<file path="config.mk">
export PLATFORM = sky130hd
export DESIGN_NAME = adc_pbus_ctrl
export DESIGN_NICKNAME = d
export VERILOG_FILES = /design/src/rtl/adc_pbus_pkg.sv /design/src/rtl/adc_eoc_sync.sv /design/src/rtl/adc_phase_timer.sv /design/src/rtl/adc_result_reg.sv /design/src/rtl/adc_pbus_ctrl.sv
export SDC_FILE = /design/constraint.sdc
export NUM_CORES = 1
export LEC_CHECK = 0
export ABC_AREA = 1
export ABC_CLOCK_PERIOD_IN_PS = 4100
export BUFFER_PORTS_ARGS = -buffer_cell sky130_fd_sc_hd__buf_4
export CAP_MARGIN = 25
export CORE_ASPECT_RATIO = 0.6
export CORE_MARGIN = 5
export CORE_UTILIZATION = 35
export CTS_BUF_LIST = sky130_fd_sc_hd__clkbuf_2 sky130_fd_sc_hd__clkbuf_4 sky130_fd_sc_hd__clkbuf_8
export DETAILED_ROUTE_END_ITERATION = 10
export GPL_TIMING_DRIVEN = 0
export PLACE_DENSITY = 0.61
export SLEW_MARGIN = 15
export SYNTH_ARGS = -nofsm -noshare
export SYNTH_HDL_FRONTEND = slang
export SYNTH_SLANG_ARGS = --single-unit
</file>
<file path="constraint.sdc">
create_clock -name clk -period 4.1 [get_ports clk]
set_input_delay 0.82 -clock clk [delete_from_list [all_inputs] [get_ports clk]]
set_output_delay 0.82 -clock clk [all_outputs]
set_load 0.02 [all_outputs]
</file>
<file path="src/rtl/adc_pbus_pkg.sv">
package adc_pbus_pkg;

  typedef enum logic [2:0] {
    ST_IDLE  = 3'd0,
    ST_START = 3'd1,
    ST_WAIT  = 3'd2,
    ST_READ  = 3'd3,
    ST_HOLD  = 3'd4
  } ctrl_state_e;

  // True on the final cycle of a phase lasting len cycles
  function automatic bit phase_last(input int unsigned cnt, input int unsigned len);
    return cnt == (len - 1);
  endfunction

  function automatic int unsigned max3(input int unsigned a, input int unsigned b,
                                       input int unsigned c);
    int unsigned m;
    m = (a > b) ? a : b;
    return (m > c) ? m : c;
  endfunction

  // Value the bench places on the bus in read-window cycle idx
  function automatic logic [7:0] bus_pattern(input logic [7:0] base, input int unsigned idx);
    return base + idx[7:0];
  endfunction

endpackage

</file>
<file path="src/rtl/adc_eoc_sync.sv">
module adc_eoc_sync #(
  parameter int STAGES = 2
) (
  input  logic clk,
  input  logic rst_n,
  input  logic async_i,
  output logic level_o,
  output logic fall_o
);
  logic [STAGES-1:0] sh_q;
  logic              prev_q;

  // Flops reset low so that a line resting low after power-up makes no edge
  for (genvar g = 0; g < STAGES; g++) begin : g_stage
    if (g == 0) begin : g_first
      always_ff @(posedge clk or negedge rst_n) begin
        if (!rst_n) sh_q[g] <= 1'b0;
        else        sh_q[g] <= async_i;
      end
    end else begin : g_next
      always_ff @(posedge clk or negedge rst_n) begin
        if (!rst_n) sh_q[g] <= 1'b0;
        else        sh_q[g] <= sh_q[g-1];
      end
    end
  end

  always_ff @(posedge clk or negedge rst_n) begin
    if (!rst_n) prev_q <= 1'b0;
    else        prev_q <= sh_q[STAGES-1];
  end

  assign level_o = sh_q[STAGES-1];
  assign fall_o  = prev_q & ~sh_q[STAGES-1];
endmodule

</file>
<file path="src/rtl/adc_phase_timer.sv">
module adc_phase_timer #(
  parameter int CW = 8
) (
  input  logic          clk,
  input  logic          rst_n,
  input  logic          clr_i,
  output logic [CW-1:0] cnt_o
);
  always_ff @(posedge clk or negedge rst_n) begin
    if (!rst_n)     cnt_o <= '0;
    else if (clr_i) cnt_o <= '0;
    else            cnt_o <= cnt_o + 1'b1;
  end
endmodule

</file>
<file path="src/rtl/adc_result_reg.sv">
module adc_result_reg #(
  parameter int DW = 8
) (
  input  logic          clk,
  input  logic          rst_n,
  input  logic          cap_i,
  input  logic [DW-1:0] d_i,
  output logic [DW-1:0] q_o
);
  always_ff @(posedge clk or negedge rst_n) begin
    if (!rst_n)     q_o <= '0;
    else if (cap_i) q_o <= d_i;
  end
endmodule

</file>
<file path="src/rtl/adc_pbus_ctrl.sv">
module adc_pbus_ctrl #(
  parameter int DW          = 8,
  parameter int CNV_LOW_CYC = 4,
  parameter int RD_LOW_CYC  = 4,
  parameter int TMO_CYC     = 1024,
  parameter int SYNC_STAGES = 2
) (
  input  logic          clk,
  input  logic          rst_n,
  input  logic          trig_i,
  input  logic          eoc_i,
  input  logic [DW-1:0] data_i,
  input  logic          dready_i,
  output logic          cnv_n_o,
  output logic          cs_n_o,
  output logic          rd_n_o,
  output logic [DW-1:0] dout_o,
  output logic          dvalid_o,
  output logic          tmo_err_o
);
  import adc_pbus_pkg::*;

  localparam int unsigned LONGEST = max3(CNV_LOW_CYC, RD_LOW_CYC, TMO_CYC);
  localparam int CW = $clog2(LONGEST) + 1;

  ctrl_state_e   state_q, state_d;
  logic [CW-1:0] cnt;
  logic          eoc_lvl;
  logic          eoc_fall;

  // Named internal events
  logic in_idle, in_start, in_wait, in_read, in_hold;
  logic trig_acc, start_done, tmo_hit, eoc_acc, rd_done, release_ev;
  logic timer_clr;
  logic tmo_q;

  adc_eoc_sync #(.STAGES(SYNC_STAGES)) u_sync (
    .clk     (clk),
    .rst_n   (rst_n),
    .async_i (eoc_i),
    .level_o (eoc_lvl),
    .fall_o  (eoc_fall)
  );

  assign in_idle  = (state_q == ST_IDLE);
  assign in_start = (state_q == ST_START);
  assign in_wait  = (state_q == ST_WAIT);
  assign in_read  = (state_q == ST_READ);
  assign in_hold  = (state_q == ST_HOLD);

  assign trig_acc   = in_idle & trig_i;
  assign start_done = in_start & phase_last(32'(cnt), CNV_LOW_CYC);
  assign eoc_acc    = in_wait & eoc_fall;
  assign tmo_hit    = in_wait & ~eoc_fall & phase_last(32'(cnt), TMO_CYC);
  assign rd_done    = in_read & phase_last(32'(cnt), RD_LOW_CYC);
  assign release_ev = in_hold & dready_i;

  always_comb begin
    state_d = state_q;
    unique case (state_q)
      ST_IDLE:  if (trig_acc)   state_d = ST_START;
      ST_START: if (start_done) state_d = ST_WAIT;
      ST_WAIT: begin
        if (eoc_acc)      state_d = ST_READ;
        else if (tmo_hit) state_d = ST_IDLE;
      end
      ST_READ:  if (rd_done)    state_d = ST_HOLD;
      ST_HOLD:  if (release_ev) state_d = ST_IDLE;
      default:                  state_d = ST_IDLE;
    endcase
  end

  always_ff @(posedge clk or negedge rst_n) begin
    if (!rst_n) state_q <= ST_IDLE;
    else        state_q <= state_d;
  end

  // Counter restarts on every phase change and rests at zero in idle and hold
  assign timer_clr = (state_d != state_q) | in_idle | in_hold;

  adc_phase_timer #(.CW(CW)) u_timer (
    .clk   (clk),
    .rst_n (rst_n),
    .clr_i (timer_clr),
    .cnt_o (cnt)
  );

  adc_result_reg #(.DW(DW)) u_result (
    .clk   (clk),
    .rst_n (rst_n),
    .cap_i (rd_done),
    .d_i   (data_i),
    .q_o   (dout_o)
  );

  always_ff @(posedge clk or negedge rst_n) begin
    if (!rst_n)        tmo_q <= 1'b0;
    else if (trig_acc) tmo_q <= 1'b0;
    else if (tmo_hit)  tmo_q <= 1'b1;
  end

  // Strobes decode straight from the state register
  assign cnv_n_o   = ~in_start;
  assign cs_n_o    = ~in_read;
  assign rd_n_o    = ~in_read;
  assign dvalid_o  = in_hold;
  assign tmo_err_o = tmo_q;

  logic unused_lvl;
  assign unused_lvl = eoc_lvl;
endmodule

</file>
Yosys cells after proc, flatten, opt, wreduce, memory -nomap -nowiden
Index checks and enable logic that the tools add are counted.
{ "totals": {"regBits": 26, "in_bits": 13, "elab_cells": 41, "out_inout_bits": 13} }
{ "op_classes": {"n_reduce_logical": 2, "bitwise_logic": 14, "n_addsub": 1, "n_eq_ne": 7, "muxes": 10} }
{ "op_table": {"columns": ["cell", "count"], "rows": [
  ["$mux 3", 6],
  ["$pmux 3 s5", 1],
  ["$add 11x1->11 const B", 1],
  ["$eq 11x10->1 const B", 1],
  ["$eq 11x2->1 const B", 1],
  ["$mux 11", 1],
  ["$and 1x1->1", 8],
  ["$eq 3x2->1 const B", 2],
  ["$not 1->1", 4],
  ["$eq 3x1->1 const B", 1],
  ["$eq 3x3->1 const B", 1],
  ["$logic_not 3->1", 1],
  ["$ne 3x3->1", 1],
  ["$mux 1", 2],
  ["$or 1x1->1", 2],
  ["$reduce_bool 2->1", 1]
]} }

Logic depth before layout (Yosys ltp)
Gate-level depths: netlist of run 1.
{ "logic_depth": {"word_depth": 12, "ltp_mapped": 13, "depth_no_buf": 12} }

Modules after synthesis
A second synthesis of run 1 with hierarchy kept.
{ "unflattened": {"hier_cells": 162, "area_unflattened_um2": 1288.7} }
{ "modules_own_cells": {"columns": ["mod", "seq_area_each_um2", "area_each_um2", "n_inst", "cells_per_inst"], "rows": [
  ["adc_phase_timer", 275.3, 535.5, 1, 65],
  ["adc_pbus_ctrl", 100.1, 362.8, 1, 58],
  ["adc_result_reg", 200.2, 305.3, 1, 34],
  ["adc_eoc_sync", 75.1, 85.1, 1, 5]
]} }

Least setup slack after synthesis of run 1
Ideal clock, no wire load.
{ "synth_timing": {"kind": "flip-flop to output port", "start": "register state_q[0]", "end": "output port dvalid_o", "setup_slack_ns": 2.351, "arrival_time_ns": 0.929, "stages_incl_launch_ff": 4, "required_time_ns": 3.280, "n_path_buf": 0, "path_cell_list": "dfrtp_1 > nor2_1 > inv_1 > nor2_1"} }
{ "synth_via": {"elab_chain_cells": 1} }
{ "synth_lines": {"columns": ["element", "line", "text"], "rows": [
  ["start: declaration", "adc_pbus_ctrl.sv:26", "ctrl_state_e state_q, state_d;"],
  ["start signal: assignment", "adc_pbus_ctrl.sv:75", "else state_q <= state_d;"],
  ["$eq 3x3->1", "adc_pbus_ctrl.sv:49", "assign in_hold = (state_q == ST_HOLD);"],
  ["end: declaration", "adc_pbus_ctrl.sv:18", "output logic dvalid_o,"]
]} }
Every way passes these cells.

Worst setup path after layout of run 1
{ "layout_timing": {"start": "register state_q[2]", "end": "output port rd_n_o"} }
{ "layout_via": {"elab_chain_cells": 2} }
{ "layout_lines": {"columns": ["element", "line", "text"], "rows": [
  ["$eq 3x2->1", "adc_pbus_ctrl.sv:48", "assign in_read = (state_q == ST_READ);"],
  ["$not 1->1", "adc_pbus_ctrl.sv:105", "assign rd_n_o = ~in_read;"],
  ["end: declaration", "adc_pbus_ctrl.sv:16", "output logic rd_n_o,"]
]} }
Every way passes these cells.

==> results.cfg, run 1 <==
[yosys]
synth_cells = 141
yosys.area.top_type = dfrtp_1
synthAdderAreaFrac_pct = 0.984
avgSynthCellArea_um2 = 9.02
synth_top_family_by_area = simple AND/OR/NAND/NOR gates
synth_compound_area_share_pct = 2.56
ys_warn_count = 0
synth_seq_area_share_pct = 51.2
synth_area_um2 = 1270
muxShareOfSynthArea_pct = 0
yosysTopAreaCellShare_pct = 51.2
synthTopCellsByArea = dfrtp_1 (51%), nand2_1 (11%), nor2_2 (6.4%)
synth.distinct_cells = 25
yosys.area_share.simple_pct = 33.3
synth-xor-area-share_pct = 6.20
synth-seq-cells = 26
synth_nets = 155

[finish]
area_growth_pct = 25.0
fillers = 337
multiInputGateArea_um2 = 547
antenna_cells = 0
drive_above_1_share_pct = 32.9
final_cell_count_no_fill = 217
layout.nets = 185
seq_area_um2 = 651

[setup_path]
reg2reg_to = u_timer.cnt_o[2]
cp.required_ps = 3280
crit_path_start_kind = register
crit_arrival_ps = 1270
crit_start = state_q[2]
timing.reg2reg.setup_slack_ps = 2240
endpoint = rd_n_o
rr_startpoint = u_timer.cnt_o[0]
cp_max_fo = 6
endpoint_kind = output pin
crit_type = reg -> out
rr_worst_depth = 13

[drt]
via_count = 969
drt-total-wl_um = 2530
drc = 0
drtIter0Drc = 43
routed_via_density = 4.47
wl_per_cell_um = 11.6
first_pass_iters = 4
ant_nets = 0

[cts]
cts_tree = yes
post-cts-setup-buffer-count = 0
cts_made_buffers = 3
clk_pin_slew_ps = 90
cts-htree-levels = 1
cts_hold_buf = 0
cts_buffer_depth = 2
post_cts_resized = 0
clkSinkCount = 26
clkLatencyLatePin_ps = 270
cts_root_buf = clkbuf_8

[floorplan]
pin_count = 26
start_util_pct = 35.4
rows = 17
dieArea_um2 = 4980
die_x_um = 87.8
die_y_um = 56.7
core_area_um2 = 3590

[run]
maxCapViolations = 0

[sta]
grt_setup_unrepaired = false
fin_tns_setup_ps = 0
post-route-min-period_ps = 2090
setup_viol = 0
min_period_over_period_pct = 51.1
hold_viol_final = 0
whs_ps = 357
finClkSkew_ps = 3.86
fmax_mhz = 477
max_slew_margin_pct = 77.3
finalMaxSlewViolations = 0
tightest_slew_ps = 341

[grt]
use_met3_pct = 5.43
grtUsageTotal_pct = 11.7
grt_pass1_wl_um = 4530
use_met2_pct = 16.6
grt-ovfl-total = 0
grt_max_degree = 27
busiest_layer = met2
antenna_found_initial = 0
met1_usage_pct = 16.4
first_global_vias = 979

[placement]
numPortBuffers = 25
dp_hpwl_um = 1960
gp_congestion = 0.796
dp_cells = 213

[power]
power_density_nw_per_um2 = 602
vdd_drop_max_mv = 0.293
p_leak_uw = 0.000783

[outcome]
run_status = finished clean

[worst_hold_path]
hp-class = reg -> reg
min_from = u_sync.sh_q[0]
-- final cells by class --
cell class | count | share of cell area (%)
sequential | 26 | 40.9
multi-input combinational | 99 | 34.4
timing repair buffer | 25 | 11.8
tap | 47 | 3.70
inverter | 14 | 3.46
clock buffer | 3 | 2.60
clock inverter | 1 | 1.89
buffer | 2 | 1.18
-- logic make-up (layout without fill, tap and decap cells) --
| group | count (synthesis) | count (layout) |
|---|---|---|
| AND/OR/NAND/NOR | 84 | 84 |
| XOR/XNOR | 9 | 9 |
| AO/OA/AOI/OAI | 5 | 5 |
| adder cells (fa/ha/maj) | 1 | 1 |
| buffers and inverters | 16 | 45 |
| flip-flops | 26 | 26 |
-- synthesized netlist by cell type --
cell type and count:
nand2_1 38, dfrtp_1 26, nor2_1 13, nor2_2 13
inv_1 9, nand3_1 9, xor2_1 7, inv_2 4
nand4_1 3, nand2_4 2, nand3_2 2, xnor2_1 2
a21oi_1 1, buf_4 1, buf_6 1, ha_1 1
inv_4 1, nand2_2 1, nor2_4 1, nor2_8 1
nor4_1 1, o21a_1 1, o21ai_1 1, o21bai_1 1
o31ai_1 1
-- sequential cells by signal, summed over array words and instances, names as in the netlist --
name and flops:
u_sync.level_o 1, u_timer.cnt_o 11, u_sync.prev_q 1, tmo_err_o 1, state_q 3, u_result.q_o 8
u_sync.sh_q 1
-- critical path, cell delays in order (launching register included) --
cell	delay [ps]
dfrtp_1	400
inv_2	110
nand3_2	160
buf_4	180
buf_4	150
-- layer usage --
| layer | routed length (µm) | part of all wire (%) |
|---|---|---|
| met1 | 1260 | 50 |
| met4 | 0 | 0 |
| met2 | 1070 | 42 |
| met3 | 197 | 7.8 |
| met5 | 0 | 0 |
-- stage by stage --
| step | total power, µW | setup slack [ps] | area [µm²] | utilization, % |
|---|---|---|---|---|
| 6_report | 957 | 2010 | 1590 | 44.2 |
| 5_1_grt | 1030 | 1850 | 1590 | 44.2 |
| 4_1_cts | 972 | 1990 | 1590 | 44.2 |
| 3_5_place_dp | 752 | 2230 | 1520 | 42.2 |
| 3_3_place_gp | 743 | 2270 | 1520 | 42.2 |
| 2_1_floorplan | 617 | 2350 | 1270 | - |
-- worst min path at each step --
| stage | end | slack, ps | depth (start not counted) |
|---|---|---|---|
| 6_report | u_sync.level_o | 360 | 0 |
| 2_1_floorplan | u_sync.level_o | 330 | 0 |
| 4_1_cts | u_sync.level_o | 360 | 0 |
| 3_3_place_gp | u_sync.level_o | 330 | 0 |
| 3_5_place_dp | u_sync.level_o | 340 | 0 |
| 5_1_grt | u_sync.level_o | 380 | 0 |
-- placed cells by master (no fill, tap or decap), types with 2 or more instances in the layout --
master	count
nand2_1	38
buf_4	26
dfrtp_1	26
nor2_1	13
nor2_2	13
inv_1	9
nand3_1	9
xor2_1	7
inv_2	4
nand4_1	3
clkbuf_8	3
nand2_4	2
nand3_2	2
xnor2_1	2
-- where the power goes --
| part | internal (µW) | total [µW] | leakage, µW | switching [µW] |
|---|---|---|---|---|
| logic | 154 | 384 | 0.000427 | 231 |
| clock network | 131 | 215 | 0.0000357 | 84.2 |
| registers | 311 | 358 | 0.000321 | 47.3 |
| total | 595 | 957 | 0.000783 | 362 |
Note: power is estimated with default switching activity, not from simulation.
==> run 2: changes to the inputs <==
--- a/config.mk
+++ b/config.mk
@@ -6,7 +6,7 @@
 export NUM_CORES = 1
 export LEC_CHECK = 0
 export ABC_AREA = 1
-export ABC_CLOCK_PERIOD_IN_PS = 4100
+export ABC_CLOCK_PERIOD_IN_PS = 1730
 export BUFFER_PORTS_ARGS = -buffer_cell sky130_fd_sc_hd__buf_4
 export CAP_MARGIN = 25
 export CORE_ASPECT_RATIO = 0.6
@@ -15,7 +15,7 @@
 export CTS_BUF_LIST = sky130_fd_sc_hd__clkbuf_2 sky130_fd_sc_hd__clkbuf_4 sky130_fd_sc_hd__clkbuf_8
 export DETAILED_ROUTE_END_ITERATION = 10
 export GPL_TIMING_DRIVEN = 0
-export PLACE_DENSITY = 0.61
+export PLACE_DENSITY = 0.63
 export SLEW_MARGIN = 15
 export SYNTH_ARGS = -nofsm -noshare
 export SYNTH_HDL_FRONTEND = slang
==> constraint.sdc (replaced) <==
create_clock -name clk -period 1.73 [get_ports clk]
set_input_delay 0.346 -clock clk [delete_from_list [all_inputs] [get_ports clk]]
set_output_delay 0.346 -clock clk [all_outputs]
set_load 0.02 [all_outputs]
==> results.cfg, run 2 (synthesis results as in run 1) <==
[outcome]
run_status = finished clean

[setup_path]
rr_worst_depth = 9
endpoint = u_timer.cnt_o[3]
reg2reg_to = u_timer.cnt_o[3]
endpoint_kind = register
cp_max_fo = 5
crit_path_start_kind = register
rr_startpoint = u_timer.cnt_o[1]
crit_arrival_ps = 1840
crit_type = reg -> reg
crit_start = u_timer.cnt_o[1]
cp.required_ps = 1900
timing.reg2reg.setup_slack_ps = 60

[sta]
finalMaxSlewViolations = 0
tightest_slew_ps = 332
min_period_over_period_pct = 96.3
grt_setup_unrepaired = true
hold_viol_final = 0
max_slew_margin_pct = 77.8
setup_viol = 0
post-route-min-period_ps = 1670
fin_tns_setup_ps = 0
fmax_mhz = 600
finClkSkew_ps = 6.21

[floorplan]
dieArea_um2 = 4980
core_area_um2 = 3590
start_util_pct = 35.4
rows = 17
die_x_um = 87.8
pin_count = 26
die_y_um = 56.7

[placement]
dp_hpwl_um = 1910
numPortBuffers = 25
gp_congestion = 0.853

[finish]
regMostFlops = u_timer.cnt_o
drive_above_1_share_pct = 39.2
most-common-layout-cells = nand2_1 (37), buf_4 (30), dfrtp_1 (25), nor2_2 (14), nor2_1 (11)
antenna_cells = 0
area_growth_pct = 33.5
largest_register_ffs = 11
final_common_cell = nand2_1
top_regs = u_timer.cnt_o: 11 flops, u_result.q_o: 8 flops, state_q: 3 flops
layout.nets = 191

[drt]
ant_nets = 0
routed_via_density = 4.70
wl_per_cell_um = 11.9
first_pass_iters = 4
drc = 0
drt-total-wl_um = 2640
via_count = 1048
drtIter0Drc = 53

[grt]
grt_pass1_wl_um = 4420
grtUsageTotal_pct = 11.2
antenna_found_initial = 0
grt_max_degree = 27
grt-ovfl-total = 0
first_global_vias = 988

[cts]
cts_tree = yes
cts_buffer_depth = 2
cts_root_buf = clkbuf_8
cts_made_buffers = 3
clkLatencyLatePin_ps = 280
clk_pin_slew_ps = 90
clkSinkCount = 26
cts-htree-levels = 1

[power]
p_leak_uw = 0.000820
vdd_drop_max_mv = 0.587
power_density_nw_per_um2 = 1480
total_power_uw = 2500

[run]
maxCapViolations = 0

[worst_hold_path]
hp-class = in -> reg
==> run 2: cell types whose count changed in the layout (fill, tap and decap cells not counted), sizes merged <==
cell | before | now
buf | 27 | 31
clkbuf | 3 | 4
dlygate4sd3 | 0 | 1
==> run 2: timing repair <==
item	CTS	global route
pin swaps	1	7
resized for setup	1	12
endpoints found under the setup margin	10	11
setup buffers	2	2
gates cloned	0	1
endpoints found under the hold margin	26	0
hold buffers	1	0
==> run 2: worst max-delay path: stages, from the launching register on <==
cell       delay [ps]
dfrtp_1           380
ha_2              210
inv_2              60
nor2_4            130
nand2_2           110
o21ai_2           150
nand4_1           180
nand3_4           140
clkbuf_16         160
nor2_2             30
==> run 2: final cells by class <==
cell class	count	area, µm²
Tap cell	47	58.8
Timing Repair Buffer	31	253
Multi-Input combinational cell	99	582
Fill cell	347	1900
Buffer	2	22.5
Clock buffer	3	41.3
Clock inverter	1	30.0
Sequential cell	26	652
Inverter	14	57.6
==> run 2: how the worst min path moves through the flow <==
| stage | startpoint | to | slack (ps) | cells past startpoint |
|---|---|---|---|---|
| after CTS | eoc_i | u_sync.sh_q[0] | 160 | 1 |
| after floorplan | rst_n | state_q[0] | 50 | 0 |
| final | eoc_i | u_sync.sh_q[0] | 170 | 1 |
| after detailed placement | rst_n | u_timer.cnt_o[6] | 280 | 1 |
| after global placement | rst_n | u_timer.cnt_o[4] | 270 | 1 |
| after global routing | eoc_i | u_sync.sh_q[0] | 150 | 1 |
==> run 2: report_power, final <==
group	internal, µW	leakage (µW)	switching, µW
clock network	310	0.0000357	200
logic	516	0.000465	629
registers	739	0.000319	110
==> run 2: through the flow <==
step / hold WS, ps / cell area [µm²] / setup slack (ps) / cells / util [%]
2_1_floorplan: 50.4 / 1270 / 102 / 141 / -
3_3_place_gp: 271 / 1520 / -81.1 / 213 / 42.2
3_5_place_dp: 277 / 1520 / -110 / 213 / 42.2
4_1_cts: 164 / 1620 / 7.94 / 220 / 44.9
5_1_grt: 155 / 1700 / -17.9 / 223 / 47.2
6_report: 166 / 1700 / 63.8 / 223 / 47.2
==> run 2: layer usage <==
metal | share of wire (%) | vias up | global-route usage [%]
li1 | - | 507 | -
met1 | 47 | 504 | 15.1
met2 | 45 | 30 | 17.6
met3 | 7.3 | 7 | 4.25
met4 | 0.79 | 0 | 1.31
met5 | 0 | - | 0
